### src/rtl/cce_pkg.sv
package cce_pkg;

    localparam int STN_W       = 5;
    localparam int SUB_W       = 4;
    localparam int FN_W        = 5;
    localparam int DATA_W      = 24;
    localparam int STATION_TOP = 23;

    typedef struct packed {
        logic [STN_W-1:0]  station;
        logic [SUB_W-1:0]  sub;
        logic [FN_W-1:0]   func;
        logic [DATA_W-1:0] wdata;
    } cce_cmd_t;

    typedef struct packed {
        logic [DATA_W-1:0] rdata;
        logic              x;
        logic              q;
    } cce_resp_t;

    typedef enum logic [1:0] {
        ST_IDLE   = 2'd0,
        ST_ACTIVE = 2'd1,
        ST_FINISH = 2'd2
    } cce_state_t;

    typedef enum logic [1:0] {
        FC_READ    = 2'b00,
        FC_CTRL_LO = 2'b01,
        FC_WRITE   = 2'b10,
        FC_CTRL_HI = 2'b11
    } cce_fclass_t;

    function automatic cce_fclass_t func_class(input logic [FN_W-1:0] f);
        return cce_fclass_t'(f[FN_W-1 -: 2]);
    endfunction

    function automatic logic station_in_range(input logic [STN_W-1:0] s);
        return (s != '0) && (int'(s) <= STATION_TOP);
    endfunction

endpackage

### src/rtl/cce_decode.sv
module cce_decode
    import cce_pkg::*;
(
    input  logic [STN_W-1:0] station,
    input  logic [FN_W-1:0]  func,
    output logic             stn_ok,
    output logic             is_read,
    output logic             is_write
);
    cce_fclass_t cls;

    always_comb begin
        cls      = func_class(func);
        stn_ok   = station_in_range(station);
        is_read  = (cls == FC_READ);
        is_write = (cls == FC_WRITE);
    end
endmodule

### src/rtl/cce_timer.sv
module cce_timer #(
    parameter int STROBE_CLKS = 30,
    parameter int CYCLE_CLKS  = 100
) (
    input  logic clk,
    input  logic rst,
    input  logic run,
    output logic strobe_hit,
    output logic end_hit
);
    localparam int CNT_W = (CYCLE_CLKS > 1) ? $clog2(CYCLE_CLKS) : 1;
    localparam logic [CNT_W-1:0] STROBE_LAST = CNT_W'(STROBE_CLKS - 1);
    localparam logic [CNT_W-1:0] CYCLE_LAST  = CNT_W'(CYCLE_CLKS - 1);

    logic [CNT_W-1:0] cnt;

    always_ff @(posedge clk) begin
        if (rst || !run) begin
            cnt <= '0;
        end else if (cnt != CYCLE_LAST) begin
            cnt <= cnt + 1'b1;
        end
    end

    always_comb begin
        strobe_hit = run && (cnt == STROBE_LAST);
        end_hit    = run && (cnt == CYCLE_LAST);
    end

    // the strobe point falls strictly before the end of the window
    a_r4_strobe_before_end: assert property (@(posedge clk) disable iff (rst)
        end_hit |-> !strobe_hit);
endmodule

### src/rtl/cce_bus_drive.sv
module cce_bus_drive
    import cce_pkg::*;
(
    input  logic              clk,
    input  logic              rst,
    input  logic              load,
    input  logic              release_bus,
    input  cce_cmd_t          cmd,
    input  logic              is_write,
    output logic              active,
    output logic [STN_W-1:0]  station,
    output logic [SUB_W-1:0]  sub,
    output logic [FN_W-1:0]   func,
    output logic              wen,
    output logic [DATA_W-1:0] wdata
);
    always_ff @(posedge clk) begin
        if (rst || release_bus) begin
            active  <= 1'b0;
            station <= '0;
            sub     <= '0;
            func    <= '0;
            wen     <= 1'b0;
            wdata   <= '0;
        end else if (load) begin
            active  <= 1'b1;
            station <= cmd.station;
            sub     <= cmd.sub;
            func    <= cmd.func;
            wen     <= is_write;
            wdata   <= is_write ? cmd.wdata : '0;
        end
    end

    a_r3_cmd_held: assert property (@(posedge clk) disable iff (rst)
        (active && $past(active)) |->
            ($stable(station) && $stable(sub) && $stable(func)));

    a_r6_wdata_held: assert property (@(posedge clk) disable iff (rst)
        (active && $past(active)) |-> ($stable(wen) && $stable(wdata)));

    a_r6_wen_inside_cmd: assert property (@(posedge clk) disable iff (rst)
        wen |-> active);
endmodule

### src/rtl/cce_capture.sv
module cce_capture
    import cce_pkg::*;
(
    input  logic              clk,
    input  logic              rst,
    input  logic              clear,
    input  logic              sample,
    input  logic              is_read,
    input  logic [DATA_W-1:0] rdata,
    input  logic              x,
    input  logic              q,
    output cce_resp_t         resp
);
    always_ff @(posedge clk) begin
        if (rst || clear) begin
            resp <= '0;
        end else if (sample) begin
            resp.rdata <= is_read ? rdata : '0;
            resp.x     <= x;
            resp.q     <= q;
        end
    end
endmodule

### src/rtl/cmd_cycle_engine.sv
module cmd_cycle_engine
    import cce_pkg::*;
#(
    parameter int STROBE_CLKS = 30,
    parameter int CYCLE_CLKS  = 100
) (
    input  logic              clk,
    input  logic              rst,
    input  logic              req_valid,
    output logic              req_ready,
    input  logic [STN_W-1:0]  req_station,
    input  logic [SUB_W-1:0]  req_sub,
    input  logic [FN_W-1:0]   req_func,
    input  logic [DATA_W-1:0] req_wdata,
    output logic              bus_cmd,
    output logic [STN_W-1:0]  bus_station,
    output logic [SUB_W-1:0]  bus_sub,
    output logic [FN_W-1:0]   bus_func,
    output logic              bus_wen,
    output logic [DATA_W-1:0] bus_wdata,
    input  logic [DATA_W-1:0] bus_rdata,
    input  logic              bus_x,
    input  logic              bus_q,
    output logic              done,
    output logic [DATA_W-1:0] done_rdata,
    output logic              done_x,
    output logic              done_q
);
    cce_state_t state;
    cce_cmd_t   req_cmd;
    cce_resp_t  resp;

    logic accept, req_stn_ok, req_is_read, req_is_write;
    logic drv_stn_ok, drv_is_read, drv_is_write;
    logic strobe_hit, end_hit, run;

    always_comb begin
        req_cmd   = '{station: req_station, sub: req_sub, func: req_func, wdata: req_wdata};
        req_ready = (state == ST_IDLE);
        accept    = req_valid && req_ready;
        run       = (state == ST_ACTIVE);
    end

    cce_decode u_req_dec (
        .station (req_station),
        .func    (req_func),
        .stn_ok  (req_stn_ok),
        .is_read (req_is_read),
        .is_write(req_is_write)
    );

    cce_decode u_drv_dec (
        .station (bus_station),
        .func    (bus_func),
        .stn_ok  (drv_stn_ok),
        .is_read (drv_is_read),
        .is_write(drv_is_write)
    );

    cce_timer #(.STROBE_CLKS(STROBE_CLKS), .CYCLE_CLKS(CYCLE_CLKS)) u_timer (
        .clk       (clk),
        .rst       (rst),
        .run       (run),
        .strobe_hit(strobe_hit),
        .end_hit   (end_hit)
    );

    cce_bus_drive u_drive (
        .clk        (clk),
        .rst        (rst),
        .load       (accept && req_stn_ok),
        .release_bus(end_hit),
        .cmd        (req_cmd),
        .is_write   (req_is_write),
        .active     (bus_cmd),
        .station    (bus_station),
        .sub        (bus_sub),
        .func       (bus_func),
        .wen        (bus_wen),
        .wdata      (bus_wdata)
    );

    cce_capture u_capture (
        .clk    (clk),
        .rst    (rst),
        .clear  (accept),
        .sample (strobe_hit),
        .is_read(drv_is_read),
        .rdata  (bus_rdata),
        .x      (bus_x),
        .q      (bus_q),
        .resp   (resp)
    );

    always_ff @(posedge clk) begin
        if (rst) begin
            state <= ST_IDLE;
        end else begin
            unique case (state)
                ST_IDLE:   if (accept) state <= req_stn_ok ? ST_ACTIVE : ST_FINISH;
                ST_ACTIVE: if (end_hit) state <= ST_FINISH;
                ST_FINISH: state <= ST_IDLE;
                default:   state <= ST_IDLE;
            endcase
        end
    end

    always_comb begin
        done       = (state == ST_FINISH);
        done_rdata = resp.rdata;
        done_x     = resp.x;
        done_q     = resp.q;
    end

    a_r2_busy_not_ready: assert property (@(posedge clk) disable iff (rst)
        bus_cmd |-> !req_ready);

    a_r3_cmd_station_valid: assert property (@(posedge clk) disable iff (rst)
        bus_cmd |-> drv_stn_ok);

    a_r4_strobe_in_window: assert property (@(posedge clk) disable iff (rst)
        strobe_hit |-> bus_cmd);

    a_r5_done_on_release: assert property (@(posedge clk) disable iff (rst)
        $fell(bus_cmd) |-> done);

    a_r5_done_single: assert property (@(posedge clk) disable iff (rst)
        done |=> !done);

    a_r6_wen_matches_func: assert property (@(posedge clk) disable iff (rst)
        bus_cmd |-> (bus_wen == drv_is_write));

    a_r8_reject_quiet: assert property (@(posedge clk) disable iff (rst)
        (accept && !req_stn_ok) |=> (!bus_cmd && done && !done_x && !done_q));

    a_r10_ready_after_done: assert property (@(posedge clk) disable iff (rst)
        done |=> req_ready);
endmodule

### config.mk
export PLATFORM = sky130hd
export DESIGN_NAME = cmd_cycle_engine
export DESIGN_NICKNAME = d
export VERILOG_FILES = /design/src/rtl/cce_pkg.sv /design/src/rtl/cce_decode.sv /design/src/rtl/cce_timer.sv /design/src/rtl/cce_bus_drive.sv /design/src/rtl/cce_capture.sv /design/src/rtl/cmd_cycle_engine.sv
export SDC_FILE = /design/constraint.sdc
export NUM_CORES = 1
export LEC_CHECK = 0
export ABC_CLOCK_PERIOD_IN_PS = 1670
export BUFFER_PORTS_ARGS = -buffer_cell sky130_fd_sc_hd__clkbuf_2
export CAP_MARGIN = 20
export CORE_UTILIZATION = 45
export CTS_CLUSTER_SIZE = 20
export DETAILED_ROUTE_END_ITERATION = 7
export PLACE_DENSITY = 0.8
export SYNTH_ARGS = -nofsm -noshare
export SYNTH_HDL_FRONTEND = slang
export SYNTH_SLANG_ARGS = --single-unit
### constraint.sdc
create_clock -name clk -period 1.67 [get_ports clk]
set_input_delay 0.167 -clock clk [delete_from_list [all_inputs] [get_ports clk]]
set_output_delay 0.167 -clock clk [all_outputs]
set_load 0.1 [all_outputs]
==> flow_metrics.env, run 1 <==
export IMPL_fmax_mhz=636.1
export IMPL_synth_most_common_cell="dfxtp_1"
export IMPL_fin_skew_ps=10.69
export IMPL_max_slew_margin_pct=62.89
export IMPL_multiInputGateArea_um2=1903
export IMPL_finalCriticalPeriod_ps=1572
export IMPL_path_class="reg -> reg"
export IMPL_status="complete, no violations"
export IMPL_avgSynthCellArea_um2=10.00
export IMPL_power_density_nw_per_um2=881.1
export IMPL_synthAdderAreaFrac_pct=0.6725
export IMPL_utilization_pct=61.11
export IMPL_die_w_um=92.94
export IMPL_tightest_slew_ps=559.0
export IMPL_core_um2=7848
export IMPL_syn_to_final_growth_pct=28.88
export IMPL_fin_crit_sh_pct=94.14
export IMPL_n_antenna_cell=0
export IMPL_route_detailed_drc=0
export IMPL_die_h_um=92.94
export IMPL_synth_xor_area_share_pct=0.7061
export IMPL_min_path_type="in -> reg"
export IMPL_initial_core_util_pct=47.42
export IMPL_synth_mux_area_share_pct=11.84
export IMPL_htree_levels=3
export IMPL_yosys_area_top_type="dfxtp_1"
export IMPL_critPathArrivalTime_ps=1790
export IMPL_ys_types=39
export IMPL_synth_edf_count=0
export IMPL_seq_area_um2=1509
export IMPL_hold_violations=0
export IMPL_synthSimpleGateAreaFrac_pct=15.64
export IMPL_drt_pass1_iter_count=6
export IMPL_fin_setup_tns_ps=0
export IMPL_grt_pass1_vias=3303
export IMPL_clock_path_buffers=2
export IMPL_cts_tree="yes"
export IMPL_cts_root_buf="clkbuf_8"
export IMPL_synthTopCellsByArea="dfxtp_1 (40%), mux2_2 (7.3%), o211ai_1 (6.1%), nor4b_1 (5.9%), o2111ai_1 (5.6%)"
export IMPL_p_leak_nw=2.050
export IMPL_io_buffers=134
export IMPL_gr_usage_all_layers_pct=23.21
export IMPL_synth_common_cells="dfxtp_1 (75), clkbuf_1 (31), o211ai_1 (30)"
export IMPL_ys_flop_type="dfxtp_1"
export IMPL_synth_top_family_by_area="compound AO/OA/AOI/OAI gates"
export IMPL_cp_required_ps=1890
export IMPL_antenna_found_initial=0
export IMPL_grt_max_degree=30
export IMPL_grt_overflow_total=0
export IMPL_ant_nets=0
export IMPL_drv_slew=0
export IMPL_synth_compound_area_share_pct=21.89
export IMPL_place_hpwl_um=6829
export IMPL_synth_top_area_share_pct=40.35
export IMPL_wl_per_cell_um=16.26
export IMPL_drive_gt1_share_pct=43.74
export IMPL_synth_area_um2=3721
export IMPL_grt_pass1_wl_um=15950
export IMPL_numCtsBuffers=9
export IMPL_crit_chain="or4b_4 > o21ai_2 > buf_12 > o32ai_2"
export IMPL_nFillCells=701
export IMPL_yosysSeqAreaShare_pct=40.35
export IMPL_insertion_delay_ps=350
export IMPL_ys_warn_count=0
export IMPL_rsz0062_at_grt="yes"
export IMPL_cp_max_fo=25
export IMPL_ys_ff_latch=75
export IMPL_crit_path_start_kind="flop"
export IMPL_gp_congestion=0.9072
export IMPL_postSynthCellCount=372
export IMPL_num_rows=32
export IMPL_num_io_pins=135
export IMPL_path_clk_slew_ps=70
export IMPL_drt_wl_total_um=9835
export IMPL_drtIter0Drc=135
export IMPL_viasPerCell=5.747
export IMPL_synth_nets=441
export IMPL_synth_async_reset_ratio_pct=0
export IMPL_nNetsFinal=567
export IMPL_dr_total_vias=3477
export IMPL_slowest_stage="or4b_4"
export IMPL_cts_sinks=75
export IMPL_vdd_ir_drop_worst_v=0.0004095
export IMPL_worstSetupEndpointType="flop"
export IMPL_cap_violations=0
export IMPL_finalSetupViolations=0
export IMPL_dieArea_um2=8637
export IMPL_holdWs_ps=62.92
export IMPL_critical_path_max_stage_delay_ps=580
[layout make-up]
class	instances	area share (%)
sequential	75	31.46
multi-input combinational	223	39.68
timing repair buffer	161	19.65
tap	102	2.661
clock inverter	5	1.618
inverter	28	2.191
clock buffer	11	2.739
[power by group]
group	total [mW]	switching, mW	internal, mW
combinational	0.868	0.621	0.247
clock	1.50	0.663	0.838
sequential	1.86	0.0254	1.83
[cell families after synthesis]
group,Yosys count
buf+inv,74
flops,75
xor+xnor,3
fa+ha+maj,2
mux,41
simple gates,85
compound gates,92
[metrics by stage]
step	total power, mW	area (µm²)	worst slack, ps	std cells
floorplan	2.554	3766	-22.18	372
global placement	2.746	4572	95.33	588
detailed placement	2.763	4572	11.76	588
CTS	4.249	4781	12.56	604
global route	4.411	4796	-8.366	605
finish	4.226	4796	97.90	605
[final timing paths]
path | end | slack (ps) | startpoint | cells after the start
worst max-delay path | u_drive.wdata[16]$_SDFFE_PP0P_ | 100 | u_timer.cnt[2]$_SDFFE_PP0N_ | 4
worst min-delay path | u_capture.resp[0]$_SDFFE_PP0P_ | 60 | bus_q | 3
worst max register to register | u_drive.wdata[16]$_SDFFE_PP0P_ | 100 | u_timer.cnt[2]$_SDFFE_PP0N_ | 4
worst min register to register | u_drive.active$_SDFFE_PP0P_ | 460 | u_drive.active$_SDFFE_PP0P_ | 2
[registers in the layout, summed over array words and instances, names as in the netlist]
| register | count |
|---|---|
| u_capture.resp | 26 |
| u_drive.func | 5 |
| u_drive.active | 1 |
| state | 2 |
| u_drive.sub | 4 |
| u_timer.cnt | 7 |
| u_drive.wdata | 24 |
| u_drive.wen | 1 |
| u_drive.station | 5 |
[repair_timing]
action,in CTS,in global routing
hold buffers,0,0
resized for setup,0,2
setup buffers,0,1
setup endpoints to repair,0,39
[cell usage in the layout (no fill, tap or decap), drive strengths merged, types with 2 or more instances in the layout]
cell       n
bufinv     2
nor2       5
buf       28
a21oi      4
o211ai    30
nor4b     25
clkbuf   144
mux2i     17
ha         2
o32ai     24
o21a       2
nor3b      3
mux2      24
xor2       2
nor3       5
nand2      4
o2111ai   24
clkinv     2
dfxtp     75
and3      25
inv       28
nand3      7
or3        2
o21ai      5
nor2b      2
[critical path, delay by kind of cell (launching register included)]
kind / cells / cell delay, ps
DFF: 1 / 320
and+or+nand+nor: 1 / 580
AOI/OAI and AO/OA: 2 / 330
buffers and inverters: 1 / 210
[routing by layer]
layer | routed length [µm] | track usage, % | vias up | part of all wire, %
met3 | 455 | 5.501 | 17 | 4.6
met1 | 4398 | 29.33 | 1672 | 45
met2 | 4787 | 38.24 | 104 | 49
met4 | 193 | 8.590 | 0 | 2.0
met5 | 0 | 0 | - | 0
li1 | - | - | 1684 | -
Power figures use the tool's default switching activity.
==> run 2: changes to the inputs <==
--- a/config.mk
+++ b/config.mk
@@ -8,10 +8,11 @@
 export ABC_CLOCK_PERIOD_IN_PS = 1670
 export BUFFER_PORTS_ARGS = -buffer_cell sky130_fd_sc_hd__clkbuf_2
 export CAP_MARGIN = 20
-export CORE_UTILIZATION = 45
+export CORE_UTILIZATION = 43
 export CTS_CLUSTER_SIZE = 20
 export DETAILED_ROUTE_END_ITERATION = 7
-export PLACE_DENSITY = 0.8
+export PLACE_DENSITY = 0.79
 export SYNTH_ARGS = -nofsm -noshare
 export SYNTH_HDL_FRONTEND = slang
+export SYNTH_HIERARCHICAL = 1
 export SYNTH_SLANG_ARGS = --single-unit
==> run 2 against run 1 <==
- register-to-register slack about the same
- sequential cell count did not move
- count of clock-buffer cells in the layout grew 1
- die area shrank 9.2%
- worst hold slack got worse by 4.1 ps
- power down 5.3%
- sequential power about the same
- synthesized cell count shrank 11%
- via count down 21%
- highest routed layer unchanged
==> flow_metrics.env, run 2 <==
export IMPL_cp_required_ps=1910
export IMPL_grt_max_degree=65
export IMPL_wl_met2_um=3433
export IMPL_viasPerCell=4.850
export IMPL_synth_area_um2=3222
export IMPL_fin_crit_sh_pct=94.34
export IMPL_drive_gt1_share_pct=46.70
export IMPL_path_class="reg -> reg"
export IMPL_drtIter0Drc=109
export IMPL_nNetsFinal=533
export IMPL_route_detailed_drc=0
export IMPL_p_leak_nw=1.695
export IMPL_grt_pass1_wl_um=10640
export IMPL_n_antenna_cell=0
export IMPL_top_register="u_capture/resp"
export IMPL_seq_area_um2=1505
export IMPL_cts_tree="yes"
export IMPL_ant_nets=0
export IMPL_multiInputGateArea_um2=1559
export IMPL_dp_slack_ps=68.15
export IMPL_wl_met1_um=3275
export IMPL_post_cts_buffers=0
export IMPL_critPathArrivalTime_ps=1820
export IMPL_hold_path_depth=3
export IMPL_gr_usage_all_layers_pct=17.60
export IMPL_wl_per_cell_um=12.68
export IMPL_cts_sinks=75
export IMPL_fin_skew_ps=8.478
export IMPL_power_density_nw_per_um2=938.4
export IMPL_insertion_delay_ps=340
export IMPL_stdcell_count=568
export IMPL_cts_resized=0
export IMPL_r2r_cells=7
export IMPL_grt_pass1_vias=2414
export IMPL_drt_pass1_iter_count=4
export IMPL_fmax_mhz=634.7
export IMPL_tightest_slew_ps=557.0
export IMPL_p_total_mw=4.001
export IMPL_grt_overflow_total=0
export IMPL_nFillCells=635
export IMPL_avgSynthCellArea_um2=9.734
export IMPL_num_rows=31
export IMPL_clock_path_buffers=2
export IMPL_crit_path_start_kind="flop"
export IMPL_die_w_um=88.56
export IMPL_largest_reg_flops=26
export IMPL_finalSetupViolations=0
export IMPL_place_hpwl_um=4878
export IMPL_io_buffers=134
export IMPL_path_clk_slew_ps=80
export IMPL_dr_total_vias=2755
export IMPL_cp_max_fo=11
export IMPL_reg_top3="u_capture/resp: 26 flops, u_drive/wdata: 24 flops, u_timer/cnt: 7 flops"
export IMPL_rsz0062_at_grt="no"
export IMPL_synth_nets=400
export IMPL_htree_levels=3
export IMPL_cts_root_buf="clkbuf_8"
export IMPL_ys_warn_count=6
export IMPL_utilization_pct=58.79
export IMPL_cap_violations=0
export IMPL_mostFrequentLayoutCell="clkbuf_2"
export IMPL_drv_slew=0
export IMPL_initial_core_util_pct=44.42
export IMPL_hold_violations=0
export IMPL_met3_length_um=310
export IMPL_min_path_type="in -> reg"
export IMPL_numCtsBuffers=9
export IMPL_top_layer="met4"
export IMPL_finalCriticalPeriod_ps=1576
export IMPL_status="complete, no violations"
export IMPL_place_area_um2=4004
export IMPL_stdcell_area_um2=4264
export IMPL_max_slew_margin_pct=63.02
export IMPL_gp_congestion=0.7483
export IMPL_holdWs_ps=58.84
export IMPL_vdd_ir_drop_worst_v=0.0005115
export IMPL_drt_wl_total_um=7200
export IMPL_die_h_um=88.56
export IMPL_ctsHoldBuffers=0
export IMPL_syn_to_final_growth_pct=32.35
export IMPL_mostFrequentLayoutCells="clkbuf_2 (133), dfxtp_1 (72), nand3_1 (51)"
export IMPL_fin_setup_tns_ps=0
export IMPL_dieArea_um2=7843
export IMPL_postSynthCellCount=331
export IMPL_antenna_found_initial=0
export IMPL_fin_ws_ps=94.49
export IMPL_core_um2=7253
export IMPL_worstSetupEndpointType="flop"
export IMPL_num_io_pins=135
export IMPL_place_inst=550
==> run 2: changes by cell type in the layout (fill, tap and decap cells not counted), moves of 14 or more <==
cell / change
mux2_2: -24
nor4b_1: -25
o2111ai_1: -24
buf_4: -15
a21oi_2: +42
o32ai_1: -14
and3_1: -25
o211ai_1: -30
nand2b_1: +50
nand3_1: +44
inv_1: -27
nor2_1: +19
==> run 2: routing by layer <==
metal / vias up / track usage [%]
li1: 1392 / -
met1: 1261 / 19.93
met2: 84 / 30.56
met3: 18 / 3.451
met4: 0 / 10.70
met5: - / 0
==> run 2: worst paths after layout <==
path / slack (ps) / to / from
worst max-delay path: 90 / u_drive/sub[1]$_SDFFE_PP0P_ / u_timer/cnt[0]$_SDFFE_PP0P_
worst min-delay path: 60 / u_drive/func[1]$_SDFFE_PP0P_ / req_func[1]
worst max register to register: 90 / u_drive/sub[1]$_SDFFE_PP0P_ / u_timer/cnt[0]$_SDFFE_PP0P_
worst min register to register: 480 / u_capture/resp[16]$_SDFFE_PP0P_ / u_capture/resp[16]$_SDFFE_PP0P_
==> run 2: area by class of cell <==
type / count / share of cell area [%]
multi-input cells: 230 / 36.56
flip-flops and latches: 75 / 35.30
repair buffers: 147 / 20.36
clock buffers: 12 / 3.639
well taps: 99 / 2.905
clock inverters: 4 / 1.144
inverters: 1 / 0.08803
==> run 2: power by group <==
group | total, mW | switching, mW | internal, mW | leakage (nW)
sequential | 1.86 | 0.0258 | 1.83 | 0.609
combinational | 0.729 | 0.519 | 0.210 | 0.980
clock | 1.41 | 0.644 | 0.770 | 0.106
total | 4.00 | 1.19 | 2.81 | 1.69
==> run 2: worst max-delay path, cell delays in order, from the launching register on <==
cell and delay [ps]:
dfxtp_2 380, ha_4 160, nand2_2 80, nor4_4 250
and2_4 200, or2_4 180, clkbuf_16 190, nor2_1 50
